`config.mk`:
```
export PLATFORM = sky130hd
export DESIGN_NAME = sreg_ld_top
export DESIGN_NICKNAME = d
export VERILOG_FILES = /design/src/rtl/sreg_ld_pkg.sv /design/src/rtl/sreg_ld_sync.sv /design/src/rtl/sreg_ld_shifter.sv /design/src/rtl/sreg_ld_bank.sv /design/src/rtl/sreg_ld_top.sv
export SDC_FILE = /design/constraint.sdc
export NUM_CORES = 1
export LEC_CHECK = 0
export BUFFER_PORTS_ARGS = -buffer_cell sky130_fd_sc_hd__buf_2
export CORE_MARGIN = 2
export CORE_UTILIZATION = 58
export DETAILED_ROUTE_END_ITERATION = 8
export PLACE_DENSITY = 0.84
export SLEW_MARGIN = 30
export SYNTH_ARGS = -nofsm -noshare
export SYNTH_HDL_FRONTEND = slang
export SYNTH_SLANG_ARGS = --single-unit
```
`constraint.sdc`:
```
create_clock -name clk -period 4.3 [get_ports clk]
set_clock_uncertainty 0.2 [all_clocks]
set_input_delay 0.215 -clock clk [delete_from_list [all_inputs] [get_ports clk]]
set_output_delay 0.215 -clock clk [all_outputs]
set_load 0.1 [all_outputs]
```
`src/rtl/sreg_ld_pkg.sv`:
```
package sreg_ld_pkg;
  localparam int DATA_W_DEF = 20;
  localparam int ADDR_W_DEF = 2;

  typedef enum logic [1:0] {
    SEL_AUX_R  = 2'd0,
    SEL_AUX_N  = 2'd1,
    SEL_MAIN_R = 2'd2,
    SEL_MAIN_N = 2'd3
  } reg_sel_e;
endpackage

```
`src/rtl/sreg_ld_sync.sv`:
```
module sreg_ld_sync #(
  parameter int W      = 3,
  parameter int STAGES = 2
) (
  input  logic         clk,
  input  logic         rst_n,
  input  logic [W-1:0] async_i,
  output logic [W-1:0] sync_o,
  output logic [W-1:0] rise_o
);
  logic [W-1:0] chain [STAGES];
  logic [W-1:0] prev_q;

  always_ff @(posedge clk or negedge rst_n) begin
    if (!rst_n) begin
      for (int s = 0; s < STAGES; s++) chain[s] <= '0;
      prev_q <= '0;
    end else begin
      chain[0] <= async_i;
      for (int s = 1; s < STAGES; s++) chain[s] <= chain[s-1];
      prev_q <= chain[STAGES-1];
    end
  end

  assign sync_o = chain[STAGES-1];
  assign rise_o = chain[STAGES-1] & ~prev_q;
endmodule

```
`src/rtl/sreg_ld_shifter.sv`:
```
module sreg_ld_shifter #(
  parameter int FRAME_W = 22
) (
  input  logic               clk,
  input  logic               rst_n,
  input  logic               shift_en,
  input  logic               bit_i,
  output logic [FRAME_W-1:0] frame_o
);
  always_ff @(posedge clk or negedge rst_n) begin
    if (!rst_n)        frame_o <= '0;
    else if (shift_en) frame_o <= {frame_o[FRAME_W-2:0], bit_i};
  end

  // the frame moves only on a detected serial clock edge
  a_r9_frame_hold: assert property (@(posedge clk) disable iff (!rst_n)
    !shift_en |=> $stable(frame_o));
  // the newest bit lands in position 0
  a_r2_lsb_entry: assert property (@(posedge clk) disable iff (!rst_n)
    shift_en |=> frame_o[0] == $past(bit_i));
endmodule

```
`src/rtl/sreg_ld_bank.sv`:
```
module sreg_ld_bank #(
  parameter int DATA_W = 20,
  parameter int ADDR_W = 2,
  localparam int NREG  = 1 << ADDR_W
) (
  input  logic              clk,
  input  logic              rst_n,
  input  logic              wr_stb,
  input  logic [ADDR_W-1:0] wr_addr,
  input  logic [DATA_W-1:0] wr_data,
  output logic [DATA_W-1:0] regs_o [NREG]
);
  logic [NREG-1:0] we;

  always_comb begin
    we = '0;
    if (wr_stb) we[wr_addr] = 1'b1;
  end

  a_r3_onehot_we: assert property (@(posedge clk) disable iff (!rst_n)
    $onehot0(we));

  for (genvar k = 0; k < NREG; k++) begin : g_reg
    always_ff @(posedge clk or negedge rst_n) begin
      if (!rst_n)     regs_o[k] <= '0;
      else if (we[k]) regs_o[k] <= wr_data;
    end

    // addressed register takes the data field
    a_r3_write: assert property (@(posedge clk) disable iff (!rst_n)
      (wr_stb && wr_addr == k) |=> regs_o[k] == $past(wr_data));
    // any other register keeps its contents
    a_r5_keep: assert property (@(posedge clk) disable iff (!rst_n)
      !(wr_stb && wr_addr == k) |=> $stable(regs_o[k]));
  end
endmodule

```
`src/rtl/sreg_ld_top.sv`:
```
module sreg_ld_top
  import sreg_ld_pkg::*;
#(
  parameter int DATA_W      = DATA_W_DEF,
  parameter int ADDR_W      = ADDR_W_DEF,
  parameter int SYNC_STAGES = 2
) (
  input  logic              clk,
  input  logic              rst_n,
  input  logic              ser_clk_i,
  input  logic              ser_dat_i,
  input  logic              ser_le_i,
  output logic [DATA_W-1:0] aux_r_o,
  output logic [DATA_W-1:0] aux_n_o,
  output logic [DATA_W-1:0] main_r_o,
  output logic [DATA_W-1:0] main_n_o
);
  localparam int FRAME_W = DATA_W + ADDR_W;
  localparam int NREG    = 1 << ADDR_W;

  logic [2:0]         pins_sync, pins_rise;
  logic [FRAME_W-1:0] frame;
  logic [DATA_W-1:0]  regs [NREG];
  logic               shift_en, load_stb;

  sreg_ld_sync #(.W(3), .STAGES(SYNC_STAGES)) u_sync (
    .clk(clk), .rst_n(rst_n),
    .async_i({ser_le_i, ser_dat_i, ser_clk_i}),
    .sync_o(pins_sync), .rise_o(pins_rise)
  );

  assign shift_en = pins_rise[0];
  assign load_stb = pins_rise[2];

  sreg_ld_shifter #(.FRAME_W(FRAME_W)) u_shift (
    .clk(clk), .rst_n(rst_n), .shift_en(shift_en),
    .bit_i(pins_sync[1]), .frame_o(frame)
  );

  sreg_ld_bank #(.DATA_W(DATA_W), .ADDR_W(ADDR_W)) u_bank (
    .clk(clk), .rst_n(rst_n), .wr_stb(load_stb),
    .wr_addr(frame[ADDR_W-1:0]), .wr_data(frame[FRAME_W-1:ADDR_W]),
    .regs_o(regs)
  );

  assign aux_r_o  = regs[SEL_AUX_R];
  assign aux_n_o  = regs[SEL_AUX_N];
  assign main_r_o = regs[SEL_MAIN_R];
  assign main_n_o = regs[SEL_MAIN_N];

  // one write pulse per rising load edge
  a_r8_single_strobe: assert property (@(posedge clk) disable iff (!rst_n)
    load_stb |=> !load_stb);
  // a write needs the synchronised strobe to have just risen
  a_r4_edge_only: assert property (@(posedge clk) disable iff (!rst_n)
    load_stb |-> pins_sync[2]);
endmodule

```
Word level (Yosys, flattened, before mapping)
Index checks and enable logic that the tools add are counted.
- flip-flop bits (word level): 111
- output and inout bits: 80
- word-level logic and storage cells: 16
- $lt $le $gt $ge: 2
- mux-type cells: 3
- bitwise logic cells: 2
- reduce and logical (&&, ||, !) cells: 1
- operators by type and width (kind ; number):
    two-way mux 4 bit ; 1
    bitwise AND 3 bit ; 1
    < comparator 2 x 3 -> 1 bit, second input constant ; 1
    NOT 3 bit ; 1
    demux 1 bit (select 2 bit) ; 1
    greater-or-equal comparator 2 x 1 -> 1 bit, second input constant ; 1
    logical AND 1 bit ; 1
    two-way mux 1 bit ; 1

Depth between registers and ports, before layout
Gate-level depths: netlist (run 1).
- depth in word-level cells: 5
- mapped depth: 3
- gate-level depth less buffers: 2

By module
A second synthesis (run 1) with hierarchy kept.
- cells, all modules: 233
- area total of the unflattened synthesis: 4090.2 um2
- by module, submodules not included (module ; times used ; cells an instance ; area each (um2) ; seq. area each (um2)):
    sreg_ld_bank ; 1 ; 172 ; 2980.4 ; 2001.9
    sreg_ld_shifter ; 1 ; 46 ; 820.8 ; 550.5
    sreg_ld_sync ; 1 ; 15 ; 289.0 ; 225.2

Worst setup path before layout (run 1)
OpenSTA, ideal clock, no wires.
- path kind: flip-flop to flip-flop
- from: reg u_shift.frame_o[1]
- to: reg u_bank.regs_o[60] in the netlist's numbering
- library setup time: 0.125 ns
- arrival: 1.242 ns
- required time: 3.975 ns
- path slack: 2.732 ns
- stages on the path, launching flop included: 4
- clock period less this slack: 1.568 ns
- path through: dfrtp_1 -> nor4b_4 -> buf_6 -> mux2_2
- cells in the longest elaborated chain, start to end: 5
- elaborated cells between the ends (all ways): 6
- RTL lines (what ; line ; text):
    start: declaration ; sreg_ld_shifter.sv:8 ; output logic [FRAME_W-1:0] frame_o
    start signal: assignment ; sreg_ld_shifter.sv:12 ; else if (shift_en) frame_o <= {frame_o[FRAME_W-2:0], bit_i};
    < comparator 2 x 3 -> 1 bit (not written as such) / greater-or-equal comparator 2 x 1 -> 1 bit (equally long branches) ; sreg_ld_bank.sv:17 ; if (wr_stb) we[wr_addr] = 1'b1;
    logical AND 1 bit (not written as such) ; sreg_ld_bank.sv:17 ;
    two-way mux 1 bit (not written as such) ; sreg_ld_bank.sv:17 ;
    demux 1 bit (select 2 bit) * ; -- ;
    two-way mux 4 bit * ; sreg_ld_bank.sv:17 ;
    end signal: indexed assignment ; sreg_ld_bank.sv:26 ; else if (we[k]) regs_o[k] <= wr_data;
    end: declaration ; sreg_ld_bank.sv:11 ; output logic [DATA_W-1:0] regs_o [NREG]
Mark *: on every way between the ends. The rest lies on a longest branch, timed or not.
A chain may end at the register's enable or synchronous reset.

Worst setup path after layout (run 1)
- from: reg u_shift.frame_o[1]
- to: reg u_bank.regs_o[69] in the netlist's numbering
Same word-level chain as after synthesis.

==> results of run 1 <==
-- final timing paths --
path | end | start | cells past startpoint | slack [ns]
setup reg to reg | u_bank.regs_o[69] | u_shift.frame_o[1] | 3 | 2.08
setup / recovery | u_bank.regs_o[69] | u_shift.frame_o[1] | 3 | 2.08
hold / removal | u_sync.sync_o[0] | u_sync.chain[3] | 0 | 0.16
hold reg to reg | u_sync.sync_o[0] | u_sync.chain[3] | 0 | 0.16
max in group asynchronous | u_sync.sync_o[2] | rst_n | 3 | 2.53
min in group asynchronous | u_bank.regs_o[13] | rst_n | 2 | 0.28
-- cell type report --
cell class,count,area (um2),share of cell area
clock buffer,10,138,0.0278
clock inverter,6,51.3,0.0104
sequential,110,2750,0.556
timing repair buffer,91,485,0.0981
tap,99,124,0.0250
multi-input combinational,107,1400,0.282
-- synthesized netlist by cell type --
cell type,count,share of area
and4bb_4,2,0.0077
buf_6,8,0.021
buf_2,2,0.0024
nor2b_1,1,0.0015
mux2_4,45,0.16
dfrtp_1,110,0.65
nor4b_4,1,0.0056
nand4b_1,1,0.0021
mux2_2,56,0.15
mux2_1,1,0.0027
-- worst max-delay path: stages (launching register included) --
cell     delay, ns
dfrtp_1       0.47
nor4b_4       0.71
buf_4         0.35
mux2_2        0.37
-- cell families after synthesis --
kind of cell | Yosys count | synth area share
flops | 110 | 0.649
mux | 102 | 0.311
buf+inv | 10 | 0.0236
simple gates | 5 | 0.0168
-- through the flow --
stage	hold slack, ns	instances	cell area [um2]	utilization
after floorplan	-0.281	227	4240	-
after global placement	0.125	403	4710	0.657
after detailed placement	0.124	403	4720	0.658
after CTS	0.158	423	4950	0.689
after global routing	0.168	423	4950	0.689
final	0.157	423	4950	0.689
-- registers in the layout, summed over array words and instances (netlist names) --
signal,flops
u_bank.regs_o,80
u_shift.frame_o,22
u_sync.chain,3
u_sync.sync_o,3
u_sync.prev_q,2
-- placed cells by master (no fill, tap or decap), drive strengths merged --
cell	count
clkinv	2
buf	87
dfrtp	110
and4bb	2
nand4b	1
clkbuf	10
inv	4
nor2b	1
nor4b	1
dlygate4sd3	4
mux2	102
-- routing by layer --
| metal | global-route usage | part of all wire | vias up | wire (um) |
|---|---|---|---|---|
| met5 | 0 | 0 | - | 0 |
| met3 | 0.0443 | 0.031 | 13 | 230 |
| met2 | 0.282 | 0.47 | 49 | 3500 |
| met4 | 0.0719 | 0.021 | 0 | 154 |
| li1 | - | - | 993 | - |
| met1 | 0.301 | 0.48 | 1137 | 3590 |
==> metrics.cfg, run 1 <==
[final_layout]
fin_nets=324
drive_gt1_frac=0.642
num-fill-cells=509
antenna_cells=0
synthToLayoutAreaGrowth_pct=16.6

[route]
dr.pass1.iters=4
vias_per_cell=5.18
drc=0
wl_per_cell_um=17.7
first_iter_violations=107
vias=2192
drt_wl_total_um=7480
ant_nets=0

[setup_path]
cp.arrival_ns=2.27
end_kind=register
crit_path_max_fanout=12
start_kind=register
path_class=register to register
crit_required_ns=4.35

[grt]
first_global_vias=2137
grt_overflow_total=0
grt_start_max_net_pins=70
grtUsageTotal=0.198
grt_pass1_wl_um=11800
antenna_found_initial=0

[timing]
period_needed_ns=2.22
fin_ws_ns=2.08
hold_viol=0
maxSlewHeadroom=0.433
clock.fmax_ghz=0.451
setup_viol=0
maxSlewViolCount=0
worstMarginPinSlew_ns=0.851
post-route-period-util=0.516
grt_setup_unrepaired=no
setup_tns_ns=0

[logic_synthesis]
yosys_register_bits=110
yosysWarningCount=0
ys_types=10
ys_seq_area_frac=0.649
synth_cells=227
syn_area_per_cell_um2=18.7
synthesis.nets=232
syn_area_mm2=0.00424

[die]
num_rows=31
num_io_pins=85
chipWidth_um=89.5
die_area_mm2=0.00801
initial_core_util=0.591
design.core.area_mm2=0.00718
dieHeight_um=89.5

[placement]
io_buffer_count=84
post-place-ws_ns=2.11
gp_congestion=0.778
hpwlAfterDp_um=4900

[outcome]
outcome=finished, final reports clean

[clock_network]
numClockSinks=110
numCtsBuffers=9
worstSkewPairLatency_ns=0.36
hold_buffers=4
post_cts.repair.setup_buffers=0
cts_tree=done
postCtsResizedCells=0
cts-root-buf=clkbuf_8
clk_pin_slew_ns=0.10
htree_levels=3
cts_max_path_buffers=2

[worst_hold_path]
hp-class=register to register

[run]
max_cap_viol_count=0

Power of run 1 is left out: the tool's default activity adds up to more than one toggle a clock period on the data nets, which glitch-free logic cannot reach.
==> run 2, diff against run 1 <==
- CORE_UTILIZATION: 58 -> 54
- PLACE_DENSITY: 0.84 -> 0.79
- clock period: 4.3 -> 2.1 ns (I/O delays scaled with it)
==> run 2 against run 1 <==
  * Non-clock buffer count is 8 higher
  * Largest cell class unchanged
  * Critical endpoint is now u_bank.regs_o[40]
  * Hold slack worse by 0.086 ns
  * Global-route usage is 1.0 points lower
  * Critical path type unchanged
==> metrics.cfg, run 2 (same netlist as run 1, synthesis figures left out) <==
[setup_path]
reg2reg_slack_ns=0.34  ; -1.75 ns
cp_slowest_cell=and4bb_4
slowest_delay_ns=0.47  ; -0.24 ns
crit_required_ns=2.15  ; -2.20 ns
rr_worst_depth=3  ; unchanged
critPathLaunch=u_shift.frame_o[1]
r2r_start=u_shift.frame_o[1]
path_cells=and4bb_4 > buf_12 > mux2_4
r2r-end=u_bank.regs_o[40]
crit_path_max_fanout=14  ; +2
cp.arrival_ns=1.81  ; -0.46 ns
end_kind=register
start_kind=register
path_class=register to register

[clock_network]
cts_tree=done
clk_pin_slew_ns=0.11  ; about the same
numClockSinks=110  ; unchanged
worstSkewPairLatency_ns=0.37  ; about the same
htree_levels=3  ; unchanged
numCtsBuffers=9  ; unchanged
cts-root-buf=clkbuf_8
cts_max_path_buffers=2  ; unchanged

[final_layout]
top_regs=u_bank.regs_o: 80 flops, u_shift.frame_o: 22 flops
top_register=u_bank.regs_o
drive_gt1_frac=0.650  ; +0.00757
fin_nets=332  ; +2.5%
num-fill-cells=562  ; +10%
layout_common_cells=dfrtp_1, buf_2, mux2_2
synthToLayoutAreaGrowth_pct=19.6
layout_commonest_cell=dfrtp_1
antenna_cells=0  ; unchanged
fin_cells=433  ; +2.4%
largest_register_ffs=80  ; unchanged

[route]
drc=0  ; unchanged
vias=2204  ; +0.55%
dr.pass1.iters=4  ; unchanged
first_iter_violations=88  ; -18%
vias_per_cell=5.09  ; -1.8%
drt_wl_total_um=7560  ; +1.2%
ant_nets=0  ; unchanged
wl_per_cell_um=17.5  ; -1.2%

[placement]
io_buffer_count=84  ; unchanged
hpwlAfterDp_um=5240  ; +7.0%
placed_cells=414  ; +2.7%
gp_congestion=0.730  ; -6.2%

[die]
die_area_mm2=0.00858  ; +7.1%
initial_core_util=0.552  ; -0.0393
num_rows=32  ; +3.2%
chipWidth_um=92.6  ; +3.5%
dieHeight_um=92.6  ; +3.5%
design.core.area_mm2=0.00769  ; +7.1%
num_io_pins=85  ; unchanged

[timing]
post-route-period-util=0.840  ; +0.324
setup_tns_ns=0  ; unchanged
grt_setup_unrepaired=no
hold_viol=0  ; unchanged
setup_viol=0  ; unchanged
worstMarginPinSlew_ns=0.594  ; -0.257 ns
maxSlewHeadroom=0.604  ; +0.171
maxSlewViolCount=0  ; unchanged
clock.fmax_ghz=0.567  ; +26%
period_needed_ns=1.76  ; -0.454 ns

[run]
max_cap_viol_count=0  ; unchanged

[outcome]
outcome=finished, final reports clean

[grt]
grt_start_max_net_pins=54  ; -23%
grtUsageTotal=0.188  ; -0.0101
first_global_vias=2266  ; +6.0%
antenna_found_initial=0  ; unchanged
grt_pass1_wl_um=12200  ; +4.1%
grt_overflow_total=0  ; unchanged

[worst_hold_path]
hp-class=primary input to async pin

run 2: cell types whose count changed in the layout (fill, tap and decap cells not counted), sizes merged:
cell	delta
clkinvlp	+2
inv	-2
bufinv	+2
clkinv	-2
buf	+8
clkbuf	-1
run 2: what timing repair did:
| action | in CTS | in global routing |
|---|---|---|
| resized for setup | 0 | 0 |
| buffers inserted | 0 | 0 |
| hold endpoints to repair | 47 | 0 |
| hold buffers | 4 | 0 |
run 2: per-stage QoR:
| stage | area, um2 | worst slack, ns | hold WS, ns | util |
|---|---|---|---|---|
| final | 5070 | 0.336 | 0.0705 | 0.660 |
| after CTS | 5070 | 0.330 | 0.0801 | 0.660 |
| after global routing | 5070 | 0.271 | 0.116 | 0.660 |
| after floorplan | 4240 | 0.532 | -0.391 | - |
| after detailed placement | 4810 | 0.326 | -0.0536 | 0.626 |
| after global placement | 4810 | 0.367 | -0.0527 | 0.626 |
run 2: how the worst max path moves through the flow:
stage	endpoint	slack [ns]	depth (start not counted)
after floorplan	u_bank.regs_o[60]	0.53	3
after global placement	u_bank.regs_o[43]	0.37	3
after detailed placement	u_bank.regs_o[17]	0.33	3
after CTS	u_bank.regs_o[40]	0.33	3
after global routing	u_bank.regs_o[18]	0.27	3
final	u_bank.regs_o[40]	0.34	3
run 2: worst max-delay path, delay by kind of cell, from the launching register on:
kind | cells | cell delay, ns
AND/OR/NAND/NOR | 1 | 0.47
flip-flops | 1 | 0.46
multiplexers | 1 | 0.31
buffers and inverters | 1 | 0.21
run 2: area by class of cell:
| cell class | count | area (um2) | share of cell area |
|---|---|---|---|
| well taps | 102 | 128 | 0.0252 |
| clock buffers | 9 | 124 | 0.0244 |
| repair buffers | 99 | 583 | 0.115 |
| multi-input cells | 107 | 1390 | 0.274 |
| clock inverters | 6 | 92.6 | 0.0183 |
| flip-flops and latches | 110 | 2750 | 0.543 |
run 2: layer usage:
layer  share of wire  wire, um  vias to the layer above  GRT usage
met3           0.029       218                       10     0.0374
met4           0.020       151                        0     0.0846
met1            0.46      3510                     1157      0.263
met2            0.49      3690                       42      0.288
met5               0         0                        -          0
li1                -         -                      995          -
Power of run 2 is left out for the same reason.
==> run 3, diff against run 2 <==
- CORE_UTILIZATION: 54 -> 49
- PLACE_DENSITY: 0.79 -> 0.75
- clock period: 2.1 -> 1.44 ns (I/O delays scaled with it)
==> run 3 against run 2 <==
  * The run now ends with setup timing left
  * Fmax up 5.3%
  * Clock-buffer cell count up 1
  * Hold slack worse by 0.025 ns
  * Sequential share of layout area down 3.9 points
  * First-iteration DRC count down 41%
  * Worst setup slack worse by 0.57 ns
  * Final cell count up 3.2%
  * Register-to-register slack worse by 0.57 ns
  * Critical path type unchanged
  * Highest routed layer unchanged
==> metrics.cfg, run 3 (same netlist as run 1, synthesis figures left out) <==
[outcome]
outcome=finished with violations
violations=setup timing

[grt]
grt_start_max_net_pins=43  ; -20%
antenna_found_initial=0  ; unchanged
grt_overflow_total=0  ; unchanged
grt_pass1_wl_um=12600  ; +3.2%
first_global_vias=2311  ; +2.0%
grtUsageTotal=0.172  ; -0.0164

[clock_network]
htree_levels=3  ; unchanged
cts-root-buf=clkbuf_8
cts_tree=done
numCtsBuffers=9  ; unchanged
cts_max_path_buffers=2  ; unchanged
clk_pin_slew_ns=0.11  ; about the same
numClockSinks=110  ; unchanged
worstSkewPairLatency_ns=0.36  ; about the same

[timing]
period_needed_ns=1.67  ; -0.0893 ns
maxSlewViolCount=0  ; unchanged
maxSlewHeadroom=0.606  ; +0.00175
fin_ws_ns=-0.234  ; -0.571 ns
hold_viol=0  ; unchanged
clock.fmax_ghz=0.597  ; +5.3%
grt_setup_unrepaired=yes
setup_viol=84  ; +84
worstMarginPinSlew_ns=0.589  ; -0.00457 ns
post-route-period-util=1.16  ; +0.323

[placement]
gp_congestion=0.693  ; -5.0%
io_buffer_count=84  ; unchanged
post-place-ws_ns=-0.218  ; -0.545 ns
hpwlAfterDp_um=5200  ; -0.75%

[die]
dieHeight_um=97.0  ; +4.8%
initial_core_util=0.511  ; -0.0407
chipWidth_um=97.0  ; +4.8%
num_rows=33  ; +3.1%
num_io_pins=85  ; unchanged
die_area_mm2=0.00942  ; +9.8%
design.core.area_mm2=0.00830  ; +8.0%

[final_layout]
top_regs=u_bank.regs_o: 80 flops, u_shift.frame_o: 22 flops
layout_commonest_cell=dfrtp_1
synthToLayoutAreaGrowth_pct=30.1
drive_gt1_frac=0.722  ; +0.0727
antenna_cells=0  ; unchanged
fin_nets=342  ; +3.0%
layout_common_cells=dfrtp_1, buf_4, mux2_2
top_register=u_bank.regs_o
largest_register_ffs=80  ; unchanged

[route]
drc=0  ; unchanged
wl_per_cell_um=17.8  ; +2.0%
ant_nets=0  ; unchanged
drt_wl_total_um=7960  ; +5.3%
vias=2221  ; +0.77%
dr.pass1.iters=4  ; unchanged
vias_per_cell=4.97  ; -2.4%
first_iter_violations=52  ; -41%

[setup_path]
rr_worst_depth=3  ; unchanged
end_kind=register
crit_path_max_fanout=20  ; +6
crit_required_ns=1.48  ; -0.67 ns
start_kind=register
path_class=register to register
cp.arrival_ns=1.71  ; -0.10 ns

[worst_hold_path]
hp-class=primary input to async pin

[run]
max_cap_viol_count=0  ; unchanged

run 3: cell count changes in the layout (fill, tap and decap cells not counted), sizes merged, moves of 2 or more:
cell	change
clkinvlp	-2
inv	+2
buf	-20
clkbuf	+30
run 3: metal layers:
metal / vias to the layer above / global-route usage / part of all wire
met2: 39 / 0.271 / 0.50
met3: 8 / 0.0332 / 0.028
met4: 0 / 0.0650 / 0.014
met1: 1147 / 0.238 / 0.46
li1: 1027 / - / -
met5: - / 0 / 0
run 3: final cells by class:
type                            instances  area, um2
Sequential cell                       110       2780
Fill cell                             580       2780
Multi-Input combinational cell        107       1400
Timing Repair Buffer                  109        993
Clock buffer                           10        138
Tap cell                              105        131
Clock inverter                          6       76.3
run 3: worst paths after layout:
path | to | startpoint | slack, ns
worst max-delay path | u_bank.regs_o[64] | u_sync.prev_q[2] | -0.23
worst min-delay path | u_bank.regs_o[69] | rst_n | 0.05
worst max register to register | u_bank.regs_o[64] | u_sync.prev_q[2] | -0.23
worst min register to register | u_sync.sync_o[0] | u_sync.chain[3] | 0.16
max in group asynchronous | u_bank.regs_o[11] | rst_n | -0.03
min in group clk | u_sync.chain[4] | ser_dat_i | 0.15
run 3: worst max-delay path, cell delays in order (launching register included):
cell and delay, ns:
dfrtp_1 0.45, nor4b_4 0.35, buf_12 0.22, mux2_2 0.35
run 3: per-stage QoR:
| stage | cells | cell area, um2 | utilization | setup TNS, ns | hold slack (ns) |
|---|---|---|---|---|---|
| 6_report | 447 | 5520 | 0.665 | -15.00 | 0.0457 |
| 5_1_grt | 447 | 5520 | 0.665 | -19.52 | 0.0688 |
| 3_5_place_dp | 421 | 4950 | 0.596 | -12.16 | -0.247 |
| 4_1_cts | 443 | 5370 | 0.647 | -13.99 | 0.0425 |
| 2_1_floorplan | 227 | 4290 | - | -5.81 | -0.424 |
| 3_3_place_gp | 421 | 4950 | 0.596 | -10.42 | -0.249 |
run 3: timing repair:
action | in CTS | in global routing
gates cloned | 0 | 2
hold buffers | 5 | 1
gates resized for setup | 57 | 33
endpoints found under the setup margin | 143 | 122
setup buffers | 1 | 2
endpoints found under the hold margin | 113 | 13
pin swaps | 1 | 0
Power of run 3 is left out for the same reason.
